## config.mk

```make
export PLATFORM = sky130hd
export DESIGN_NAME = perf_counter_pair
export DESIGN_NICKNAME = d
export VERILOG_FILES = /design/src/rtl/perfcnt_pkg.sv /design/src/rtl/pc_event_qual.sv /design/src/rtl/pc_counter_slice.sv /design/src/rtl/perf_counter_pair.sv
export SDC_FILE = /design/constraint.sdc
export NUM_CORES = 1
export LEC_CHECK = 0
export ABC_AREA = 1
export BUFFER_PORTS_ARGS = -buffer_cell sky130_fd_sc_hd__buf_2
export CORE_UTILIZATION = 45
export DETAILED_ROUTE_END_ITERATION = 16
export GPL_ROUTABILITY_DRIVEN = 0
export PLACE_DENSITY = 0.65
export SETUP_SLACK_MARGIN = 0.1
export SLEW_MARGIN = 20
export SYNTH_ARGS = -nofsm -noshare
export SYNTH_HDL_FRONTEND = slang
export SYNTH_HIERARCHICAL = 1
export SYNTH_SLANG_ARGS = --single-unit
```

## constraint.sdc

```tcl
create_clock -name clk -period 2.99 [get_ports clk]
set_input_delay 0.598 -clock clk [delete_from_list [all_inputs] [get_ports clk]]
set_output_delay 0.598 -clock clk [all_outputs]
set_load 0.05 [all_outputs]
```

## src/rtl/perfcnt_pkg.sv

```systemverilog
package perfcnt_pkg;

    localparam int CODE_W = 6;
    localparam int EVT_W  = 1 << CODE_W;
    localparam int CTRL_W = 16;

    localparam int CB_RATIO = 8;
    localparam int CB_STOP  = 13;

    localparam logic [CODE_W-1:0] CODE_TIME = 6'h23;

    localparam logic [3:0] RATIO_STEP = 4'd12;

    typedef enum logic [1:0] {
        ST_OFF  = 2'd0,
        ST_RUN  = 2'd1,
        ST_HALT = 2'd2
    } pc_state_e;

    typedef enum logic [1:0] {
        EV_NONE = 2'd0,
        EV_OCC  = 2'd1,
        EV_CYC  = 2'd2,
        EV_TIME = 2'd3
    } ev_class_e;

    function automatic ev_class_e classify(input logic [CODE_W-1:0] code);
        if (code == CODE_TIME)
            return EV_TIME;
        else if (code >= 6'h01 && code <= 6'h1A && code != 6'h0C)
            return EV_OCC;
        else if (code >= 6'h21 && code <= 6'h29 && code != 6'h26)
            return EV_CYC;
        else
            return EV_NONE;
    endfunction

endpackage

```

## src/rtl/pc_event_qual.sv

```systemverilog
module pc_event_qual
    import perfcnt_pkg::*;
(
    input  logic [CODE_W-1:0] code,
    input  logic              ratio,
    input  logic [EVT_W-1:0]  evt_in,
    input  logic              bus_tick,
    output logic [3:0]        inc
);

    ev_class_e cls;
    logic      active;

    always_comb begin
        cls    = classify(code);
        active = evt_in[code] || (cls == EV_TIME);
        inc    = 4'd0;
        case (cls)
            EV_OCC: begin
                if (active) inc = 4'd1;
            end
            EV_CYC, EV_TIME: begin
                if (ratio) begin
                    if (active && bus_tick) inc = RATIO_STEP;
                end else if (active) begin
                    inc = 4'd1;
                end
            end
            default: inc = 4'd0;
        endcase
    end

endmodule

```

## src/rtl/pc_counter_slice.sv

```systemverilog
module pc_counter_slice
    import perfcnt_pkg::*;
#(
    parameter int CNT_W = 48
) (
    input  logic              clk,
    input  logic              rst_n,
    input  logic              ctrl_wr,
    input  logic [CTRL_W-1:0] ctrl_wdata,
    input  logic [3:0]        inc,
    output logic [CTRL_W-1:0] ctrl_rd,
    output logic [CNT_W-1:0]  cnt,
    output logic              cnt_visible,
    output logic [CODE_W-1:0] code,
    output logic              ratio
);

    typedef struct packed {
        pc_state_e         st;
        logic [CODE_W-1:0] code;
        logic              ratio;
        logic [1:0]        run;
        logic [CNT_W-1:0]  cnt;
    } slice_t;

    slice_t s_d, s_q;

    logic unused_rsvd;
    assign unused_rsvd = ^{ctrl_wdata[12:9], ctrl_wdata[7:6]};

    always_comb begin
        s_d = s_q;
        if (ctrl_wr) begin
            s_d.code  = ctrl_wdata[CODE_W-1:0];
            s_d.ratio = ctrl_wdata[CB_RATIO];
            if (ctrl_wdata[CB_STOP]) begin
                if (s_q.st == ST_RUN) begin
                    s_d.st  = ST_HALT;
                    s_d.run = 2'b00;
                end else begin
                    s_d.cnt = '0;
                    s_d.run = ctrl_wdata[15:14];
                    s_d.st  = (ctrl_wdata[15:14] == 2'b11) ? ST_RUN : ST_HALT;
                end
            end else begin
                s_d.run = ctrl_wdata[15:14];
                s_d.st  = (ctrl_wdata[15:14] == 2'b11) ? ST_RUN : ST_OFF;
            end
        end else if (s_q.st == ST_RUN) begin
            s_d.cnt = s_q.cnt + CNT_W'(inc);
        end
    end

    always_ff @(posedge clk) begin
        if (!rst_n) begin
            s_q <= '{st: ST_OFF, code: '0, ratio: 1'b0, run: 2'b00, cnt: '0};
        end else begin
            s_q <= s_d;
        end
    end

    assign ctrl_rd     = {s_q.run, 1'b0, 4'b0000, s_q.ratio, 2'b00, s_q.code};
    assign cnt         = s_q.cnt;
    assign cnt_visible = (s_q.st != ST_OFF);
    assign code        = s_q.code;
    assign ratio       = s_q.ratio;

    AST_IDLE_HOLDS: assert property (@(posedge clk) disable iff (!rst_n)
        (s_q.st != ST_RUN && !ctrl_wr) |=> (cnt == $past(cnt)));

    AST_STOP_HALTS: assert property (@(posedge clk) disable iff (!rst_n)
        (ctrl_wr && ctrl_wdata[CB_STOP] && s_q.st == ST_RUN) |=> (cnt_visible && ctrl_rd[15:14] == 2'b00 && $stable(cnt)));

    AST_IDLE_STOP_CLEARS: assert property (@(posedge clk) disable iff (!rst_n)
        (ctrl_wr && ctrl_wdata[CB_STOP] && s_q.st != ST_RUN) |=> (cnt == '0));

    AST_STEP_SIZE: assert property (@(posedge clk) disable iff (!rst_n)
        (s_q.st == ST_RUN && !ctrl_wr) |=> ((cnt - $past(cnt)) == CNT_W'(0) || (cnt - $past(cnt)) == CNT_W'(1) || (cnt - $past(cnt)) == CNT_W'(12)));

endmodule

```

## src/rtl/perf_counter_pair.sv

```systemverilog
module perf_counter_pair
    import perfcnt_pkg::*;
#(
    parameter int CNT_W = 48,
    parameter int LO_W  = 32
) (
    input  logic              clk,
    input  logic              rst_n,
    input  logic              bus_tick,
    input  logic              wr_en,
    input  logic              rd_en,
    input  logic [2:0]        addr,
    input  logic [CTRL_W-1:0] wdata,
    output logic [31:0]       rdata,
    input  logic [EVT_W-1:0]  evt_in
);

    localparam int NUM_CTR = 2;
    localparam int HI_W    = CNT_W - LO_W;

    logic [CTRL_W-1:0] ctrl_rd [NUM_CTR];
    logic [CNT_W-1:0]  cnt_w   [NUM_CTR];
    logic [NUM_CTR-1:0] vis;
    logic [CODE_W-1:0] code_w  [NUM_CTR];
    logic [NUM_CTR-1:0] ratio_w;
    logic [3:0]        inc_w   [NUM_CTR];
    logic [NUM_CTR-1:0] ctrl_wr;
    logic [NUM_CTR-1:0] rd_hi;
    logic [NUM_CTR-1:0] rd_lo;

    for (genvar g = 0; g < NUM_CTR; g++) begin : g_ctr
        assign ctrl_wr[g] = wr_en && (addr == 3'(g));
        assign rd_hi[g]   = rd_en && (addr == 3'(2 + 2 * g));
        assign rd_lo[g]   = rd_en && (addr == 3'(3 + 2 * g));

        pc_event_qual i_qual (
            .code     (code_w[g]),
            .ratio    (ratio_w[g]),
            .evt_in   (evt_in),
            .bus_tick (bus_tick),
            .inc      (inc_w[g])
        );

        pc_counter_slice #(.CNT_W(CNT_W)) i_slice (
            .clk         (clk),
            .rst_n       (rst_n),
            .ctrl_wr     (ctrl_wr[g]),
            .ctrl_wdata  (wdata),
            .inc         (inc_w[g]),
            .ctrl_rd     (ctrl_rd[g]),
            .cnt         (cnt_w[g]),
            .cnt_visible (vis[g]),
            .code        (code_w[g]),
            .ratio       (ratio_w[g])
        );
    end

    typedef struct packed {
        logic [NUM_CTR-1:0][LO_W-1:0] shadow;
        logic [NUM_CTR-1:0]           valid;
    } rd_state_t;

    rd_state_t r_d, r_q;

    always_comb begin
        r_d = r_q;
        for (int i = 0; i < NUM_CTR; i++) begin
            if (rd_hi[i]) begin
                r_d.shadow[i] = cnt_w[i][LO_W-1:0];
                r_d.valid[i]  = 1'b1;
            end
            if (rd_lo[i]) begin
                r_d.valid[i] = 1'b0;
            end
        end
    end

    always_ff @(posedge clk) begin
        if (!rst_n) begin
            r_q <= '0;
        end else begin
            r_q <= r_d;
        end
    end

    always_comb begin
        rdata = '0;
        for (int i = 0; i < NUM_CTR; i++) begin
            if (rd_en && addr == 3'(i)) begin
                rdata = 32'(ctrl_rd[i]);
            end
            if (rd_hi[i] && vis[i]) begin
                rdata = 32'(cnt_w[i][CNT_W-1:LO_W]);
            end
            if (rd_lo[i] && vis[i]) begin
                rdata = r_q.valid[i] ? 32'(r_q.shadow[i]) : 32'(cnt_w[i][LO_W-1:0]);
            end
        end
    end

    AST_HI_ZERO_EXT: assert property (@(posedge clk) disable iff (!rst_n)
        (rd_hi[0] || rd_hi[1]) |-> ((rdata >> HI_W) == 32'd0));

    AST_LO_AFTER_HI: assert property (@(posedge clk) disable iff (!rst_n)
        (rd_hi[0] && vis[0]) |=> (!(rd_lo[0] && vis[0]) || rdata == $past(32'(cnt_w[0][LO_W-1:0]))));

    AST_OFF_READS_ZERO: assert property (@(posedge clk) disable iff (!rst_n)
        ((rd_hi[0] || rd_lo[0]) && !vis[0]) |-> (rdata == 32'd0));

endmodule

```

[Yosys cells after proc, flatten, opt, wreduce, memory -nomap -nowiden]
Index checks and enable logic that the tools add are counted.
Cells by class
  bitwise operators: 1
  magnitude comparators: 10
  add/sub/neg operators: 2
  reduce and logical (&&, ||, !) cells: 35
  muxes and demuxes: 44
  eq/ne operators: 24
Operators by type and width (count)
  two-way mux 48 bit: 8
  two-way mux 32 bit: 7
  adder 48 x 4 -> 48 bit: 2
  two-way mux 2 bit: 15
  logical AND 1 bit: 22
  two-way mux 16 bit: 1
  two-way mux 4 bit: 4
  one-hot mux 4 bit (2 select lines): 2
  < comparator 6 x 7 -> 1 bit (second input constant): 2
  binary-select mux 1 bit (select 6 bit): 2
  equality test 6 bit (second input constant): 2
  >= comparator 6 x 1 -> 1 bit (second input constant): 2
  >= comparator 6 bit (second input constant): 2
  <= comparator 6 x 5 -> 1 bit (second input constant): 2
  <= comparator 6 bit (second input constant): 2
  != test 6 x 4 -> 1 bit (second input constant): 2
  != test 6 bit (second input constant): 2
  equality test 2 bit (second input constant): 5
  equality test 2 x 1 -> 1 bit (second input constant): 4
  != test 2 bit (second input constant): 4
  nonzero test 2 bit: 4
  OR reduction 2 bit: 4
  equality test 3 x 2 -> 1 bit (second input constant): 2
  equality test 3 bit (second input constant): 2
  other kinds (6): 12
Word-level totals
  flip-flop bits (word level): 184
  logic and storage cells: 130
  input bits: 88
  output and inout bits: 32

[Logic depth before layout (Yosys ltp)]
  depth after elaboration: 15
  mapped depth: 26
  gate-level depth less buffers: 23

[Cells and area by module]
Netlist, hierarchy kept.
By module, submodules not included
  pc_counter_slice at g_ctr[0].i_slice: cells an instance 632, seq. area each 1181.1 um^2, times used 1, area an instance 3957.5 um^2
  perf_counter_pair: cells an instance 634, seq. area each 1321.3 um^2, times used 1, area an instance 3948.8 um^2
  pc_counter_slice at g_ctr[1].i_slice: cells an instance 629, seq. area each 1181.1 um^2, times used 1, area an instance 3938.8 um^2
  pc_event_qual: cells an instance 184, seq. area each 0.0 um^2, times used 2, area an instance 832.0 um^2

[Worst setup path before layout]
Ideal clock, no wire load.
  path kind: reg2reg
  start: register g_ctr[0].i_slice.s_q (netlist bit g_ctr[0].i_slice/code[1])
  end: register g_ctr[0].i_slice.s_q (netlist bit g_ctr[0].i_slice/cnt[12])
  library setup time: 0.116 ns
  arrival time: 2.763 ns
  period minus slack after synthesis: 2.878 ns
  buffers on the path: 4
  stages on the path, launching flop included: 23
  slack: 0.112 ns
  data required time: 2.874 ns
  path through: dfxtp_1 > buf_4 > buf_6 > inv_4 > buf_6 > buf_6 > nor2_1 > o21ai_0 > nand4_1 > o22ai_1 > inv_1 > nor2_1 > ha_1 > inv_1 > fa_1 > inv_1 > nand3_1 > nand2_2 > nand3_2 > inv_2 > nand3_1 > o21ai_0 > nor2_1
RTL lines
  from (decl): line pc_counter_slice.sv:26  | slice_t s_d, s_q;
  from (signal assigned): line pc_counter_slice.sv:56  | s_q <= '{st: ST_OFF, code: '0, ratio: 1'b0, run: 2'b00, cnt: '0};

==> out/results.ini <==
[sta]
worst_slack_ns = -0.120
holdWs_ns = 0.417
drv_slew = 0
slew_headroom_pct = 62.4
report.final.hold_viol_count = 0
post-route-min-period_ns = 3.11
fin_tns_setup_ns = -1.20
rsz0062_at_grt = true
setup-violations-final = 22
period_share_pct = 104
tightestPinTransition_ns = 0.564
finClkSkew_ns = 0.0154
clock.fmax_mhz = 322

[detailed_routing]
wl_um = 41700
drt-initial-drc-count = 1417
vias_per_cell = 5.32
drc = 0
ant_nets = 0
routedWlPerCell_um = 15.5
first_pass_iters = 6
vias = 14300

[finish]
ff_latch_area_um2 = 3690
fillers = 2954
nets = 2391
drive_above_1_share_pct = 20.2
multi_input_area_um2 = 8220
area_growth_pct = 14.5
diodes = 0
fin_util_pct = 52.3
fin_cells = 2696

[synthesis]
syn-instance-count = 2263
synth.avg_cell_area_um2 = 5.97
ys_seq_area_share_pct = 27.3
synthTopCellsByCount = nand2_1, nor2_1, inv_1, dfxtp_1, nand3_1
synth_area_leaders = dfxtp_1, nand2_1, nor2_1, buf_4, nand3_1
synth_edf_count = 0
synth_area_um2 = 13500
yosys.area.top_type = dfxtp_1
ys_types = 45
yosysMostFrequentCell = nand2_1
yosysTopAreaCellShare_pct = 27.3
async_flop_share_pct = 0
synth_warnings = 6
ys.flop_type = dfxtp_1
synth_seq_cells = 184

[floorplanning]
io_pins = 120
die_area_um2 = 30700
num_rows = 63
die_h_um = 175
start_util_pct = 45.7
die_w_um = 175
core_area_um2 = 29600

[place]
dp_hpwl_um = 30300
post-place-cells = 2630
numPortBuffers = 113

[clocking]
cts_made_buffers = 17
cts-hold-fix-buffers = 0
clk_pin_slew_worst_paths_ns = 0.08
cts_max_level = 4
clock_latency_ns = 0.45
cts_tree = yes
cts_max_path_buffers = 2
clkSinkCount = 184
clockRootBuffer = clkbuf_16

[global_route]
grt_pass1_vias = 12700
grt_pass1_wl_um = 64500
antenna_found_initial = 0
grt_max_degree = 55
grt_use_total_pct = 26.1
overflow = 0

[critical_path]
critPathArrivalTime_ns = 3.45
cp-end-kind = flop
critPathKind = reg -> reg
slowest_delay_ns = 0.39
cp.required_ns = 3.33
critPathLaunchType = flop
critPathMaxFanout = 7
cpMaxStageDelayCell = fa_2
path_cells = buf_12 -> buf_4 -> nor3_1 -> o21ai_0 -> nand4_1 -> o22ai_2 -> inv_1 -> nor2_2 -> ha_2 -> inv_2 -> fa_2 -> inv_2 -> nand3_2 -> nand2_4 -> nand3_4 -> nor2_4 -> buf_6 -> nand3_2 -> nand2_1 -> nor2_1

[hold_path]
hold_class = in -> reg

[power]
p_leak_nw = 6.50
ir_worst_vdd_mv = 0.275
p_per_area_nw_per_um2 = 347

[job]
drv_cap = 0

[run_status]
violations = setup timing
status = complete, but fails checks

==> layer usage <==
layer / GRT usage [%] / part of all wire (%)
met1: 37.1 / 46
met2: 40.7 / 44
met3: 3.64 / 7.6
met4: 7.75 / 2.2
met5: 0 / 0
==> registers in the layout (all words and copies together), names as in the netlist <==
signal,count
g_ctr.i_slice/cnt,96
g_ctr.i_slice/code,12
r_q,66
g_ctr.i_slice/ctrl_rd,4
g_ctr.i_slice/s_q,4
g_ctr.i_slice/ratio,2
==> worst max-delay path, delay by kind of cell, from the launching register on <==
kind / cells / cell delay, ns
buf+inv: 6 / 0.62
fa+ha+maj: 2 / 0.61
flops: 1 / 0.35
compound gates: 2 / 0.36
simple gates: 10 / 1.08
==> logic make-up after synthesis <==
group,Yosys count,synth area share [%]
AOI/OAI and AO/OA,264,10.5
xor gates and xnor gates,2,0.130
adders and majority gates,10,1.04
buffers and inverters,435,17.3
DFF,184,27.3
muxes,16,1.19
other,4,0.111
and+or+nand+nor,1348,42.5
==> where the power goes <==
part / total [mW] / switching, mW / internal (mW)
sequential: 2.52 / 0.0286 / 2.49
clock: 2.27 / 1.15 / 1.12
combinational: 0.573 / 0.361 / 0.211
total: 5.36 / 1.54 / 3.82
==> through the flow <==
step,instance area (um^2),power [mW],setup slack (ns)
3_5_place_dp,13800,3.08,-0.270
3_3_place_gp,13800,3.07,-0.235
4_1_cts,14700,5.35,0.000823
6_report,15500,5.36,-0.120
2_1_floorplan,13600,2.91,0.112
5_1_grt,15500,5.55,-0.269
==> final cells by class <==
cell class / instances / area share, %
multi-input combinational: 1656 / 53.2
sequential: 184 / 23.9
timing repair buffer: 220 / 10.6
inverter: 214 / 5.41
tap: 390 / 3.16
clock buffer: 17 / 2.75
clock inverter: 15 / 0.987
==> what timing repair did <==
item,in CTS,in global routing
setup buffers,8,24
pin swaps,35,78
gates cloned,3,0
endpoints found under the setup margin,89,105
gates resized for setup,72,146
endpoints found under the hold margin,0,0
==> cell usage in the layout, fill, tap and decap left out, types with 9 or more instances in the layout <==
master / n
nand2_1: 639
nor2_1: 336
inv_1: 190
dfxtp_1: 179
nand3_1: 128
o21ai_0: 119
buf_2: 112
a21oi_1: 81
buf_4: 78
nand4_1: 53
nand2_2: 43
nand3_2: 31
nor2_4: 31
nor2_2: 25
nor3_1: 20
o21ai_1: 18
clkbuf_16: 17
mux2i_1: 16
inv_2: 16
o211ai_1: 16
conb_1: 16
buf_12: 13
nand2_4: 12
buf_6: 12
a21oi_2: 10
nand3_4: 9
==> worst paths after layout <==
check / startpoint / endpoint / slack, ns / cells after the start
worst min-delay path: wdata[1] / g_ctr[1].i_slice/code[1]$_SDFFE_PN0P_ / 0.42 / 3
worst max register to register: g_ctr[0].i_slice/code[0]$_SDFFE_PN0P_ / g_ctr[0].i_slice/cnt[26]$_SDFFE_PN0P_ / -0.12 / 20
worst max-delay path: g_ctr[0].i_slice/code[0]$_SDFFE_PN0P_ / g_ctr[0].i_slice/cnt[26]$_SDFFE_PN0P_ / -0.12 / 20
worst min register to register: r_q[62]$_SDFFE_PN0N_ / r_q[62]$_SDFFE_PN0N_ / 0.45 / 2
(Power assumes the default switching activity.)
